<file path="src/rtl/mpt_pkg.sv">
package mpt_pkg;

  typedef enum logic [2:0] {
    PK_ZERO   = 3'd0,
    PK_ONES   = 3'd1,
    PK_ALT5   = 3'd2,
    PK_ALTA   = 3'd3,
    PK_ONEHOT = 3'd4,
    PK_INDEX  = 3'd5,
    PK_NINDEX = 3'd6
  } patKind_t;

  // strobes from control to datapath
  typedef struct packed {
    logic setup;
    logic issueWr;
    logic issueRd;
    logic incIdx;
    logic clrIdx;
    logic nextPat;
    logic nextWin;
    logic capFail;
  } ctrlStb_t;

  // status from datapath to control
  typedef struct packed {
    logic idxLast;
    logic patLast;
    logic winLast;
    logic noWork;
    logic mismatch;
    logic pipeBusy;
  } dpStat_t;

  function automatic logic [31:0] patWord(input patKind_t kind, input logic [31:0] idx);
    logic [31:0] w;
    unique case (kind)
      PK_ZERO:   w = 32'h0000_0000;
      PK_ONES:   w = 32'hFFFF_FFFF;
      PK_ALT5:   w = 32'h5555_5555;
      PK_ALTA:   w = 32'hAAAA_AAAA;
      PK_ONEHOT: w = 32'd1 << idx[4:0];
      PK_INDEX:  w = idx;
      PK_NINDEX: w = ~idx;
      default:   w = 32'h0000_0000;
    endcase
    return w;
  endfunction

endpackage

</file>
<file path="src/rtl/mpt_ctrl.sv">
module mpt_ctrl
  import mpt_pkg::*;
(
  input  logic     clk,
  input  logic     rstN,
  input  logic     start,
  input  dpStat_t  stat,
  output ctrlStb_t stb,
  output logic     doneP
);

  typedef enum logic [2:0] {
    ST_IDLE, ST_FILL, ST_READ, ST_DRAIN, ST_ADV, ST_FIN
  } ctrlState_t;

  ctrlState_t stateQ, stateD;

  always_ff @(posedge clk or negedge rstN) begin
    if (!rstN) stateQ <= ST_IDLE;
    else       stateQ <= stateD;
  end

  always_comb begin
    stb    = '0;
    stateD = stateQ;
    unique case (stateQ)
      ST_IDLE: begin
        if (start) begin
          stb.setup = 1'b1;
          stateD    = stat.noWork ? ST_FIN : ST_FILL;
        end
      end
      ST_FILL: begin
        stb.issueWr = 1'b1;
        if (stat.idxLast) begin
          stb.clrIdx = 1'b1;
          stateD     = ST_READ;
        end else begin
          stb.incIdx = 1'b1;
        end
      end
      ST_READ: begin
        if (stat.mismatch) begin
          stb.capFail = 1'b1;
          stateD      = ST_FIN;
        end else begin
          stb.issueRd = 1'b1;
          if (stat.idxLast) stateD = ST_DRAIN;
          else              stb.incIdx = 1'b1;
        end
      end
      ST_DRAIN: begin
        if (stat.mismatch) begin
          stb.capFail = 1'b1;
          stateD      = ST_FIN;
        end else if (!stat.pipeBusy) begin
          stateD = ST_ADV;
        end
      end
      ST_ADV: begin
        stb.clrIdx = 1'b1;
        if (!stat.patLast) begin
          stb.nextPat = 1'b1;
          stateD      = ST_FILL;
        end else if (stat.winLast) begin
          stateD = ST_FIN;
        end else begin
          stb.nextWin = 1'b1;
          stateD      = ST_FILL;
        end
      end
      ST_FIN:  stateD = ST_IDLE;
      default: stateD = ST_IDLE;
    endcase
  end

  assign doneP = (stateQ == ST_FIN);

endmodule

</file>
<file path="src/rtl/mpt_dpath.sv">
module mpt_dpath
  import mpt_pkg::*;
#(
  parameter int unsigned ADDR_W     = 24,
  parameter int unsigned STEP_WORDS = 262144,
  parameter int unsigned WIN_WORDS  = 512,
  parameter int unsigned READ_LAT   = 1
) (
  input  logic              clk,
  input  logic              rstN,
  input  ctrlStb_t          stb,
  input  logic              slowMode,
  input  logic [ADDR_W-1:0] baseAddr,
  input  logic [ADDR_W-1:0] regionWords,
  input  logic [31:0]       memRdata,
  output dpStat_t           stat,
  output logic              memEn,
  output logic              memWe,
  output logic [ADDR_W-1:0] memAddr,
  output logic [31:0]       memWdata,
  output logic              passFlag,
  output logic [ADDR_W-1:0] failAddr,
  output logic [31:0]       failExp,
  output logic [31:0]       failAct
);

  localparam int unsigned STEP_SH = $clog2(STEP_WORDS);
  localparam logic [ADDR_W-1:0] STEP_V  = ADDR_W'(STEP_WORDS);
  localparam logic [ADDR_W-1:0] WIN_M1  = ADDR_W'(WIN_WORDS - 1);
  localparam logic [ADDR_W-1:0] WIN_OFS = ADDR_W'(STEP_WORDS - WIN_WORDS);
  localparam logic [ADDR_W-1:0] ONE_V   = ADDR_W'(1);

  logic              slowQ;
  logic [ADDR_W-1:0] sizeQ;
  logic [ADDR_W-1:0] originQ;
  logic              halfQ;
  logic [ADDR_W-1:0] winCntQ;
  patKind_t          patQ;
  logic [ADDR_W-1:0] idxQ;

  logic [READ_LAT-1:0] vldQ;
  logic [ADDR_W-1:0]   pIdxQ  [READ_LAT];
  logic [ADDR_W-1:0]   pAddrQ [READ_LAT];

  logic [ADDR_W-1:0] winBase;
  logic [ADDR_W-1:0] lenM1;
  logic [ADDR_W-1:0] winCount;
  logic [31:0]       retExp;
  logic              retValid;

  assign winBase  = originQ + (halfQ ? WIN_OFS : '0);
  assign lenM1    = slowQ ? (sizeQ - ONE_V) : WIN_M1;
  assign winCount = sizeQ >> STEP_SH;
  assign retValid = vldQ[READ_LAT-1];
  assign retExp   = patWord(patQ, 32'(pIdxQ[READ_LAT-1]));

  assign stat.idxLast  = (idxQ == lenM1);
  assign stat.patLast  = (patQ == PK_NINDEX);
  assign stat.winLast  = slowQ || (halfQ && (winCntQ == winCount - ONE_V));
  assign stat.noWork   = slowMode ? (regionWords == '0)
                                  : ((regionWords >> STEP_SH) == '0);
  assign stat.mismatch = retValid && (memRdata != retExp);
  assign stat.pipeBusy = |vldQ;

  assign memEn    = stb.issueWr | stb.issueRd;
  assign memWe    = stb.issueWr;
  assign memAddr  = winBase + idxQ;
  assign memWdata = patWord(patQ, 32'(idxQ));

  // run configuration, window walk, pattern and index
  always_ff @(posedge clk or negedge rstN) begin
    if (!rstN) begin
      slowQ   <= 1'b0;
      sizeQ   <= '0;
      originQ <= '0;
      halfQ   <= 1'b0;
      winCntQ <= '0;
      patQ    <= PK_ZERO;
      idxQ    <= '0;
    end else if (stb.setup) begin
      slowQ   <= slowMode;
      sizeQ   <= regionWords;
      originQ <= baseAddr;
      halfQ   <= 1'b0;
      winCntQ <= '0;
      patQ    <= PK_ZERO;
      idxQ    <= '0;
    end else begin
      if (stb.clrIdx)      idxQ <= '0;
      else if (stb.incIdx) idxQ <= idxQ + ONE_V;
      if (stb.nextPat) patQ <= patKind_t'(patQ + 3'd1);
      if (stb.nextWin) begin
        patQ <= PK_ZERO;
        if (halfQ) begin
          halfQ   <= 1'b0;
          originQ <= originQ + STEP_V;
          winCntQ <= winCntQ + ONE_V;
        end else begin
          halfQ <= 1'b1;
        end
      end
    end
  end

  // read return tracking
  always_ff @(posedge clk or negedge rstN) begin
    if (!rstN) begin
      vldQ <= '0;
    end else if (stb.setup || stb.capFail) begin
      vldQ <= '0;
    end else begin
      vldQ[0] <= stb.issueRd;
      for (int s = 1; s < READ_LAT; s++) vldQ[s] <= vldQ[s-1];
    end
  end

  always_ff @(posedge clk) begin
    pIdxQ[0]  <= idxQ;
    pAddrQ[0] <= memAddr;
    for (int s = 1; s < READ_LAT; s++) begin
      pIdxQ[s]  <= pIdxQ[s-1];
      pAddrQ[s] <= pAddrQ[s-1];
    end
  end

  // first-failure record
  always_ff @(posedge clk or negedge rstN) begin
    if (!rstN) begin
      passFlag <= 1'b1;
      failAddr <= '0;
      failExp  <= '0;
      failAct  <= '0;
    end else if (stb.setup) begin
      passFlag <= 1'b1;
      failAddr <= '0;
      failExp  <= '0;
      failAct  <= '0;
    end else if (stb.capFail) begin
      passFlag <= 1'b0;
      failAddr <= pAddrQ[READ_LAT-1];
      failExp  <= retExp;
      failAct  <= memRdata;
    end
  end

endmodule

</file>
<file path="src/rtl/mpt_engine.sv">
module mpt_engine
  import mpt_pkg::*;
#(
  parameter int unsigned ADDR_W     = 24,
  parameter int unsigned STEP_WORDS = 262144,
  parameter int unsigned WIN_WORDS  = 512,
  parameter int unsigned READ_LAT   = 1
) (
  input  logic              clk,
  input  logic              rstN,
  input  logic              start,
  input  logic              slowMode,
  input  logic [ADDR_W-1:0] baseAddr,
  input  logic [ADDR_W-1:0] regionWords,
  output logic              done,
  output logic              pass,
  output logic [ADDR_W-1:0] failAddr,
  output logic [31:0]       failExp,
  output logic [31:0]       failAct,
  output logic              memEn,
  output logic              memWe,
  output logic [ADDR_W-1:0] memAddr,
  output logic [31:0]       memWdata,
  input  logic [31:0]       memRdata
);

  ctrlStb_t ctrlStb;
  dpStat_t  dpStat;

  mpt_ctrl ctrl_i (
    .clk   (clk),
    .rstN  (rstN),
    .start (start),
    .stat  (dpStat),
    .stb   (ctrlStb),
    .doneP (done)
  );

  mpt_dpath #(
    .ADDR_W     (ADDR_W),
    .STEP_WORDS (STEP_WORDS),
    .WIN_WORDS  (WIN_WORDS),
    .READ_LAT   (READ_LAT)
  ) dpath_i (
    .clk         (clk),
    .rstN        (rstN),
    .stb         (ctrlStb),
    .slowMode    (slowMode),
    .baseAddr    (baseAddr),
    .regionWords (regionWords),
    .memRdata    (memRdata),
    .stat        (dpStat),
    .memEn       (memEn),
    .memWe       (memWe),
    .memAddr     (memAddr),
    .memWdata    (memWdata),
    .passFlag    (pass),
    .failAddr    (failAddr),
    .failExp     (failExp),
    .failAct     (failAct)
  );

endmodule

</file>
<file path="config.mk">
export PLATFORM = sky130hd
export DESIGN_NAME = mpt_engine
export DESIGN_NICKNAME = d
export VERILOG_FILES = /design/src/rtl/mpt_pkg.sv /design/src/rtl/mpt_ctrl.sv /design/src/rtl/mpt_dpath.sv /design/src/rtl/mpt_engine.sv
export SDC_FILE = /design/constraint.sdc
export NUM_CORES = 1
export LEC_CHECK = 0
export ABC_AREA = 0
export BUFFER_PORTS_ARGS = -buffer_cell sky130_fd_sc_hd__buf_2
export CELL_PAD_IN_SITES_DETAIL_PLACEMENT = 0
export CELL_PAD_IN_SITES_GLOBAL_PLACEMENT = 1
export CORE_MARGIN = 4
export CORE_UTILIZATION = 30
export CTS_CLUSTER_DIAMETER = 40
export DETAILED_ROUTE_END_ITERATION = 8
export PLACE_DENSITY = 0.63
export REMOVE_ABC_BUFFERS = 1
export SKIP_LAST_GASP = 1
export SLEW_MARGIN = 20
export SYNTH_ARGS = -nofsm -noshare
export SYNTH_HDL_FRONTEND = slang
export SYNTH_SLANG_ARGS = --single-unit
</file>
<file path="constraint.sdc">
create_clock -name clk -period 4.7 [get_ports clk]
set_input_delay 0.47 -clock clk [delete_from_list [all_inputs] [get_ports clk]]
set_output_delay 0.47 -clock clk [all_outputs]
set_load 0.01 [all_outputs]
</file>
==> reports/metrics.csv <==
stage;metric;value;unit
synth;ys flop type;dfrtp_1;
routing;DR iter-0 viols;880;
power;Pwr Density;660.5;mW/mm^2
die;die area;0.05190;mm^2
finish;FILL cells;4847;
routing;Final ANT Viol Nets;0;
grt;first-pass GRT wire length;77180;um
worst_setup_path;Crit path required time;4230;ps
routing;Residual DRC;0;
power;Lkg Pwr;8.474;nW
timing;RSZ-0062 raised after global routing;true;
synth;register bit count reported by yosys;242;
grt;antenna violations before repair;3;
worst_setup_path;critical path type;register to output port;
worst_hold_path;HP Class;primary input to register;
routing;Post-Route WL;48830;um
routing;Vias;13497;
timing;hold_ws;84.35;ps
place;DP Cell Count;2514;
place;dpl hpwl;35430;um
clocking;clock buffer count from CTS;50;
place;Placed Area;0.01639;mm^2
grt;vias in the first global route;13281;
worst_setup_path;Worst path slowest cell;fa_2;
die;num rows;80;
timing;Max Freq;222.9;MHz
power;Switch Pwr;4.940;mW
timing;Final Hold Fails;0;
clocking;Max clock buf depth;3;
routing;drt pass-1 iters;5;
die;Die Y;227.8;um
power;Comb pwr share;41.6;%
synth;Synth area leader;dfrtp_1;
finish;Register Area;0.005817;mm^2
synth;Synth Instances;1729;
routing;Top Layer Used;met4;
grt;largest net degree at the start of global routing;89;
worst_setup_path;biggest cell delay along the critical path;410;ps
finish;fin cells;2613;
synth;sequential element share of the synthesized area;40.13;%
power;clock share of power;30.8;%
die;Initial Util;30.36;%
die;Core ar.;0.04775;mm^2
timing;Period minus WS final;4485;ps
worst_setup_path;Worst Path Arrival;4020;ps
timing;Slew @ Worst Pin;974.7;ps
synth;Ys Warns;0;
clocking;CTS sink cnt;242;
clocking;worst-skew pair later-pin latency;590;ps
worst_setup_path;Reg-to-Reg End;dpath_i.idxQ[13];
synth;top post-synthesis cells by count;359 x nand2_1, 193 x dfrtp_1, 145 x o21ai_0;
clocking;TritonCTS clock tree;yes;
worst_setup_path;launch point of the worst path;dpath_i.idxQ[1];
finish;Non-Filler Cell Area, Final;0.01830;mm^2
synth;area fraction of the dominant cell type after synthesis;33.32;%
worst_setup_path;crit-path most repeated cell;a21o_1;
synth;count leader, synth;nand2_1;
worst_setup_path;R2R Setup Slk;510;ps
worst_setup_path;Worst setup SP type;register;
routing;number of vias per cell;5.165;
worst_setup_path;crit-path max FO;3;
synth;Synth async-reset ratio;80.17;%
worst_setup_path;FF-to-FF path depth;13;
worst_setup_path;crit path capture;memAddr[23];
grt;GRT Overall Usage;18.27;%
synth;Post-synth EDFFs;0;
flow_run;max cap viols;0;
clocking;root buffer cell;clkbuf_16;
routing;met1 WL;22330;um
worst_setup_path;Reg-to-Reg Start;dpath_i.sizeQ[0];
grt;GRT Residual Overflow;0;
die;Ports;232;
worst_setup_path;CP endpoint kind;output port;
routing;routed length on met3;2788;um
finish;area of the multi-input gates;0.008145;mm^2
timing;skew final;36.94;ps
power;maximum VDD drop;0.0002557;V
finish;final net count;2100;
synth;Distinct cells, synth;86;
synth;Area contributors post-synth;dfrtp_1 33%, nand2_1 9.3%, dfxtp_1 6.6%, o21ai_0 5.0%, ha_1 4.5%;
synth;Mapped Area;0.01450;mm^2
power;sequential power share;27.6;%
timing;part of the cycle the worst path needs;95.43;%
finish;share of layout cells above drive strength 1;21.19;%
outcome;status;finished clean;
clocking;clock transition at the registers of the reported paths;50;ps
synth;syn_area_per_cell;8.384;um^2
clocking;H-tree depth;2;
routing;wire length on met2;22790;um
timing;Max transition margin;35.02;%
timing;final setup violation count;0;
timing;Pins Over Slew Limit;0;
power;Sw Share;40.87;%
die;Die Wd;227.8;um
place;port buffer count;231;
finish;Layout area overhead;26.24;%
power;Int Power;7.147;mW
worst_setup_path;crit path cell chain;ha_1 > ha_1 > fa_2 > a21o_1 > a21o_1 > a21boi_2 > or3_4 > a311o_1 > a31oi_2 > a41o_1 > a21o_1 > a21oi_2 > xnor2_2 > buf_2;
place;global placer's final weighted congestion;0.8264;
routing;WL/cell;18.69;um
==> worst max-delay path, delay by kind of cell (launching register included) <==
kind	cells	cell delay, ps
AOI/OAI and AO/OA	8	1600
xor gates and xnor gates	1	160
adders and majority gates	3	940
buffers and inverters	1	180
DFF	1	390
and+or+nand+nor	1	170
==> cell families (layout without fill, tap and decap cells) <==
kind of cell    count (synthesis)  after routing  share of synthesized area, %
flops                         242            242                         40.13
compound gates                377            377                         16.43
other cells                     0              2                             0
buf+inv                       151            418                         4.350
fa+ha+maj                      62             62                         5.870
mux                            41             41                         2.900
simple gates                  778            778                         25.52
xor+xnor                       78             78                         4.808
==> cells in the final DEF, fill, tap and decap left out, drive strengths merged, types with 8 or more instances in the layout <==
cell / n
o21ai: 149
and2: 12
clkinv: 16
or3: 20
a21o: 17
nand3b: 9
nand3: 61
clkbuf: 68
or4: 15
nor3: 36
dfrtp: 193
a21oi: 66
a22o: 14
and3: 18
nor4: 29
xor2: 40
a31oi: 18
xnor2: 37
dfxtp: 48
nand2b: 16
o311ai: 8
a211oi: 9
nor2: 116
nand4: 23
inv: 37
o31ai: 12
nand2: 360
mux2i: 36
nor2b: 22
o211ai: 19
ha: 52
fa: 10
buf: 285
==> registers in the layout, summed over array words and instances, names as in the netlist <==
name              flops
dpath_i.passFlag      1
dpath_i.patQ          3
dpath_i.failAddr     24
dpath_i.pIdxQ        24
dpath_i.sizeQ        24
dpath_i.halfQ         1
dpath_i.pAddrQ       24
dpath_i.failExp      32
dpath_i.retValid      1
dpath_i.originQ      24
dpath_i.winCntQ      24
dpath_i.idxQ         24
ctrl_i.stateQ         3
dpath_i.slowQ         1
dpath_i.failAct      32
==> stage by stage <==
stage	util [%]	power, mW	setup slack, ps	TNS [ps]
after global routing	38.32	12.94	-36.26	-53.72
after detailed placement	34.32	8.380	474.8	0
after floorplan	-	6.305	-1115	-96260
after global placement	34.32	8.331	529.8	0
final	38.33	12.09	214.6	0
after CTS	38.14	12.20	1.888	0
==> power groups by stage <==
stage          Sequential (mW)  Combinational [mW]  Clock [mW]
6_report                  3.34                5.03        3.72
4_1_cts                   3.34                5.05        3.82
3_5_place_dp              3.37                5.01           0
3_3_place_gp              3.34                4.99           0
2_1_floorplan             3.40                2.91           0
5_1_grt                   3.43                5.59        3.91
==> per-layer routing <==
layer	track usage (%)	vias up
met5	0	-
met4	4.191	0
met3	3.980	71
met2	29.89	352
met1	24.88	6494
li1	-	6580
==> worst min-delay path by stage <==
stage	from	end	slack, ps	cells past startpoint
after floorplan	rstN	ctrl_i.stateQ[0]	170	0
after global placement	dpath_i.pAddrQ[0][10]	dpath_i.failAddr[10]	410	2
after detailed placement	dpath_i.pAddrQ[0][8]	dpath_i.failAddr[8]	420	2
after CTS	baseAddr[1]	dpath_i.originQ[1]	50	3
after global routing	baseAddr[17]	dpath_i.originQ[17]	70	3
final	baseAddr[1]	dpath_i.originQ[1]	80	3
==> what timing repair did <==
| item | in CTS | in global routing |
|---|---|---|
| endpoints found under the setup margin | 3 | 4 |
| setup buffers | 0 | 2 |
| resized for setup | 5 | 18 |
| hold buffers | 1 | 0 |
| pin swaps | 0 | 1 |
| hold endpoints to repair | 70 | 0 |
==> cell type report <==
class	instances	share of cell area, %
antenna	2	0.02735
clock buffer	67	7.733
timing repair buffer	287	8.882
tap	615	4.205
multi-input combinational	1336	44.51
sequential	242	31.79
inverter	37	0.7590
clock inverter	27	2.092
No activity file was read; power rests on OpenSTA's default activity.
